[config.mk]
export PLATFORM = sky130hd
export DESIGN_NAME = pwm_cfg_regs
export DESIGN_NICKNAME = d
export VERILOG_FILES = /design/src/rtl/pwm_cfg_regs.sv
export SDC_FILE = /design/constraint.sdc
export NUM_CORES = 1
export LEC_CHECK = 0
export ABC_AREA = 0
export BUFFER_PORTS_ARGS = -buffer_cell sky130_fd_sc_hd__buf_2
export CORE_ASPECT_RATIO = 1.5
export CORE_MARGIN = 8
export CORE_UTILIZATION = 62
export DETAILED_ROUTE_END_ITERATION = 12
export PLACE_DENSITY = 0.95
export SYNTH_ARGS = -nofsm -noshare
export SYNTH_HDL_FRONTEND = slang
export SYNTH_SLANG_ARGS = --single-unit
[constraint.sdc]
create_clock -name clk -period 7.9 [get_ports clk]
set_input_delay 1.58 -clock clk [delete_from_list [all_inputs] [get_ports clk]]
set_output_delay 1.58 -clock clk [all_outputs]
set_load 0.02 [all_outputs]
[src/rtl/pwm_cfg_regs.sv]
module pwm_cfg_regs #(
  parameter int          N_CH       = 4,
  parameter logic [31:0] INST_ID    = 32'h0,
  parameter logic [31:0] DEF_PERIOD = 32'd10,
  parameter logic [31:0] DEF_WIDTH  = 32'd7,
  parameter logic [31:0] DEF_OFFSET = 32'd0,
  parameter int          AW         = 6
) (
  input  logic              clk,
  input  logic              rst_n,
  input  logic              wr_en,
  input  logic [AW-1:0]     addr,
  input  logic [31:0]       wdata,
  output logic [31:0]       rd_data,
  output logic              soft_rst,
  output logic              load_pulse,
  output logic [32*N_CH-1:0] act_period,
  output logic [32*N_CH-1:0] act_width,
  output logic [32*N_CH-1:0] act_offset
);
  localparam logic [31:0]   VERSION = 32'h0001_0100;
  localparam logic [31:0]   MAGIC   = 32'h504C_5347;
  localparam logic [AW-1:0] A_VER   = AW'(0);
  localparam logic [AW-1:0] A_ID    = AW'(1);
  localparam logic [AW-1:0] A_SCR   = AW'(2);
  localparam logic [AW-1:0] A_MAG   = AW'(3);
  localparam logic [AW-1:0] A_CTL   = AW'(4);
  localparam logic [AW-1:0] A_NCH   = AW'(5);
  localparam int            CH_BASE = 16;

  logic [31:0] scratch;
  logic [31:0] stg_per [N_CH];
  logic [31:0] stg_wid [N_CH];
  logic [31:0] stg_off [N_CH];

  wire ctl_wr = wr_en && (addr == A_CTL);
  wire do_load = ctl_wr && wdata[1];

  always_ff @(posedge clk or negedge rst_n)
    if (!rst_n) begin
      scratch    <= '0;
      soft_rst   <= 1'b0;
      load_pulse <= 1'b0;
    end else begin
      if (wr_en && addr == A_SCR) scratch <= wdata;
      if (ctl_wr) soft_rst <= wdata[0];
      load_pulse <= do_load;
    end

  for (genvar g = 0; g < N_CH; g++) begin : g_ch
    localparam logic [AW-1:0] A_P = AW'(CH_BASE + 3*g);
    localparam logic [AW-1:0] A_W = AW'(CH_BASE + 3*g + 1);
    localparam logic [AW-1:0] A_O = AW'(CH_BASE + 3*g + 2);

    always_ff @(posedge clk or negedge rst_n)
      if (!rst_n) begin
        stg_per[g] <= '0;
        stg_wid[g] <= '0;
        stg_off[g] <= '0;
        act_period[32*g +: 32] <= DEF_PERIOD;
        act_width [32*g +: 32] <= DEF_WIDTH;
        act_offset[32*g +: 32] <= DEF_OFFSET;
      end else begin
        if (wr_en && addr == A_P) stg_per[g] <= wdata;
        if (wr_en && addr == A_W) stg_wid[g] <= wdata;
        if (wr_en && addr == A_O) stg_off[g] <= wdata;
        if (do_load) begin
          act_period[32*g +: 32] <= stg_per[g];
          act_width [32*g +: 32] <= stg_wid[g];
          act_offset[32*g +: 32] <= stg_off[g];
        end
      end
  end

  always_comb begin
    rd_data = '0;
    case (addr)
      A_VER:   rd_data = VERSION;
      A_ID:    rd_data = INST_ID;
      A_SCR:   rd_data = scratch;
      A_MAG:   rd_data = MAGIC;
      A_CTL:   rd_data = {31'b0, soft_rst};
      A_NCH:   rd_data = 32'(N_CH);
      default: rd_data = '0;
    endcase
    for (int i = 0; i < N_CH; i++) begin
      if (addr == AW'(CH_BASE + 3*i))     rd_data = stg_per[i];
      if (addr == AW'(CH_BASE + 3*i + 1)) rd_data = stg_wid[i];
      if (addr == AW'(CH_BASE + 3*i + 2)) rd_data = stg_off[i];
    end
  end
endmodule

==> impl_metrics.csv <==
group,metric,value,unit
routing,ant_nets,0,
floorplanning,dieArea,62800,µm²
sta,fin_crit,6209,ps
grt,grt_pass1_vias,27870,
placed_design,hpwl,85070,µm
power_and_ir_drop,p_seq_share,51.6,%
grt,grt_use_total,39.56,%
clock_tree,numCtsBuffers,71,
synthesis,synth_nets,3183,
power_and_ir_drop,max-vdd-ir-drop,0.1797,mV
sta,setup_tns,0,ps
power_and_ir_drop,clkPwrFrac,39.0,%
routing,drcViolationCount,0,
grt,antenna_found_initial,7,
setup_path,r2r_setup_slack,6950,ps
floorplanning,io_pins,459,
power_and_ir_drop,power.internal,6.885,mW
status,outcome,"finished clean",
routing,first_pass_iters,7,
grt,grt_max_degree,198,
setup_path,r2r-end,"stg_wid[72]",
placed_design,gp_congestion,1.028,
finish,fillCellCount,3540,
synthesis,ys_types,80,
clock_tree,clk_pin_slew,60,ps
sta,setup_violations,0,
floorplanning,start_util,62.42,%
min_path,hp-start,"act_period[67]",
clock_tree,ctsResizeCount,0,
finish,syn_to_final_growth,14.76,%
setup_path,end_kind,"primary output",
synthesis,avgSynthCellArea,10.83,µm²
setup_path,path_max_fanout,63,
routing,vias_per_cell,6.494,
clock_tree,clk_latency,640,ps
routing,wirelength,125900,µm
sta,clock_skew,23.75,ps
power_and_ir_drop,pwr-share-comb,9.4,%
routing,wl_per_cell,29.63,µm
sta,tightest_slew,1227,ps
power_and_ir_drop,p_leak,21.63,nW
min_path,hold_class,"flip-flop to flip-flop",
routing,drtIter0Drc,3726,
sta,fmax,161.1,MHz
synthesis,synth.area.top_cells,"dfrtp_1 (57%), nand2_1 (13%), mux2_2 (13%)",
grt,overflow,0,
clock_tree,cts_buffer_depth,3,
synthesis,yosysWarnings,0,
setup_path,reg2reg_depth,1,
floorplanning,die_w,207.3,µm
setup_path,crit_type,"input port to primary output",
placed_design,numPortBuffers,458,
finish,multi_input_area,12900,µm²
setup_path,cp.required,6320,ps
sta,rsz0062_at_grt,"no",
synthesis,synth-main-ff-cell,"dfrtp_1",
synthesis,synthArstFlopShare,100.0,%
synthesis,synth_edf_count,0,
synthesis,ys_seq_elements,802,
synthesis,yosysTopAreaCell,"dfrtp_1",
clock_tree,post_cts_buffers,0,
power_and_ir_drop,fin_total_pwr,9.396,mW
setup_path,worstSetupStartpointType,"input port",
sta,fin_crit_sh,78.59,%
sta,finalHoldViolations,0,
finish,fin_util,71.64,%
sta,slew_headroom,17.35,%
floorplanning,die_y,303.0,µm
clock_tree,cts_max_level,3,
clock_tree,ctsHoldBuffers,0,
min_path,hold_depth,2,
clock_tree,root_buffer,"clkbuf_16",
power_and_ir_drop,netSwitchingPower,2.511,mW
clock_tree,cts_num_sinks,802,
routing,vias,27590,
finish,layout-drive-gt1-share,30.99,%
finish,regArea,20090,µm²
setup_path,cp.arrival,4630,ps
finish,nets,3535,
job,cap_violations,0,
grt,grt_pass1_wl,185400,µm
synthesis,syn_inst,3142,
synthesis,synth_top_cell_area_share,57.50,%
sta,drv_slew,0,
power_and_ir_drop,p_sw_share,26.72,%
synthesis,ys_seq_area_share,59.04,%
synthesis,syn_area,34030,µm²
min_path,hold_end,"act_period[67]",
setup_path,r2r_start,"stg_wid[72]",
floorplanning,rows,105,
clock_tree,cts_tree,"built",
power_and_ir_drop,power.density,240.6,nW/µm²
floorplanning,core_area,54520,µm²
[layout by cell type, fill, tap and decap left out, types with 14 or more instances in the layout]
master,instances
a22oi_1,29
o211ai_1,14
clkbuf_8,19
a21oi_1,49
clkbuf_16,76
o21ai_0,53
a211oi_1,14
nand3_1,14
mux2i_1,31
o221ai_1,18
o22ai_1,33
buf_2,455
mux2_2,399
dfrtp_1,782
nand2_1,1202
dfstp_2,20
mux2_4,30
nor2_1,45
buf_4,40
[worst max-delay path by stage]
stage          startpoint           to  slack (ps)  cells after the start
5_1_grt           addr[0]  rd_data[28]        1630                      7
4_1_cts           addr[0]  rd_data[28]        1790                      7
3_3_place_gp      addr[4]  rd_data[25]        1960                      8
2_1_floorplan     addr[5]  rd_data[20]        3020                      8
3_5_place_dp      addr[0]  rd_data[28]        1810                      7
6_report          addr[0]  rd_data[28]        1690                      7
[cells in the mapped netlist, types with 4 or more instances]
| master | number |
|---|---|
| a211o_1 | 8 |
| a211oi_1 | 14 |
| a21o_1 | 4 |
| a21oi_1 | 49 |
| a221o_1 | 5 |
| a221oi_1 | 8 |
| a22o_1 | 9 |
| a22oi_1 | 29 |
| a2bb2oi_1 | 6 |
| a31oi_1 | 5 |
| and2_1 | 5 |
| and3_1 | 11 |
| buf_2 | 109 |
| buf_4 | 9 |
| buf_6 | 6 |
| clkbuf_1 | 97 |
| dfrtp_1 | 782 |
| dfstp_2 | 20 |
| inv_1 | 7 |
| mux2_1 | 4 |
| mux2_2 | 399 |
| mux2_4 | 30 |
| mux2i_1 | 31 |
| mux4_2 | 7 |
| nand2_1 | 1207 |
| nand2b_1 | 8 |
| nand3_1 | 16 |
| nor2_1 | 45 |
| nor2b_1 | 8 |
| nor3_1 | 6 |
| o211ai_1 | 14 |
| o21ai_0 | 53 |
| o21ai_1 | 4 |
| o221ai_1 | 18 |
| o22ai_1 | 33 |
| o2bb2ai_1 | 8 |
| or3_1 | 5 |
[power by group through the flow]
stage          clock [mW]  sequential, mW  combinational, mW
4_1_cts              3.66            4.81              0.872
3_3_place_gp            0            4.86              0.821
6_report             3.67            4.85              0.884
3_5_place_dp            0            4.88              0.854
5_1_grt              3.83            4.85              0.937
2_1_floorplan           0            4.75              0.472
[area by class of cell]
type                            instances  area share [%]
Clock buffer                          108           5.664
Inverter                                8         0.09611
Sequential cell                       802           51.45
Tap cell                              695           2.226
Timing Repair Buffer                  501           6.894
Antenna cell                            4         0.02563
Multi-Input combinational cell       2110           33.03
Clock inverter                         21          0.6119
[logic make-up after synthesis]
| kind of cell | share of synthesized area, % |
|---|---|
| AND/OR/NAND/NOR | 15.79 |
| AO/OA/AOI/OAI | 5.912 |
| XOR/XNOR | 0.05148 |
| multiplexers | 16.03 |
| flip-flops | 59.04 |
| buffers and inverters | 3.169 |
[flip-flops by register name, summed over array words and instances (netlist names)]
| signal | count |
|---|---|
| act_offset | 128 |
| stg_off | 128 |
| stg_wid | 128 |
| scratch | 32 |
| act_width | 128 |
| load_pulse | 1 |
| stg_per | 128 |
| soft_rst | 1 |
| act_period | 128 |
[per-stage QoR]
step,cell area [µm²],instances,hold WS (ps),worst slack (ps)
2_1_floorplan,34030,3142,446.9,3018
3_3_place_gp,36600,4116,444.4,1957
3_5_place_dp,36600,4116,446.6,1814
4_1_cts,39050,4245,457.6,1792
5_1_grt,39050,4245,483.5,1627
6_report,39060,4249,456.6,1692
[critical path, cell delays in order]
cell	delay [ps]
buf_4	680
or2_1	670
o22ai_1	470
a2111oi_0	510
o221ai_1	240
o2bb2ai_1	230
buf_2	210
[per-layer routing]
metal / vias to the layer above / track usage, % / part of all wire (%)
met3: 530 / 11.96 / 12
met4: 8 / 27.69 / 8.0
met1: 13710 / 48.39 / 35
met2: 2167 / 60.10 / 45
met5: - / 0 / 0.049
li1: 11180 / - / -
(Power assumes the default switching activity.)
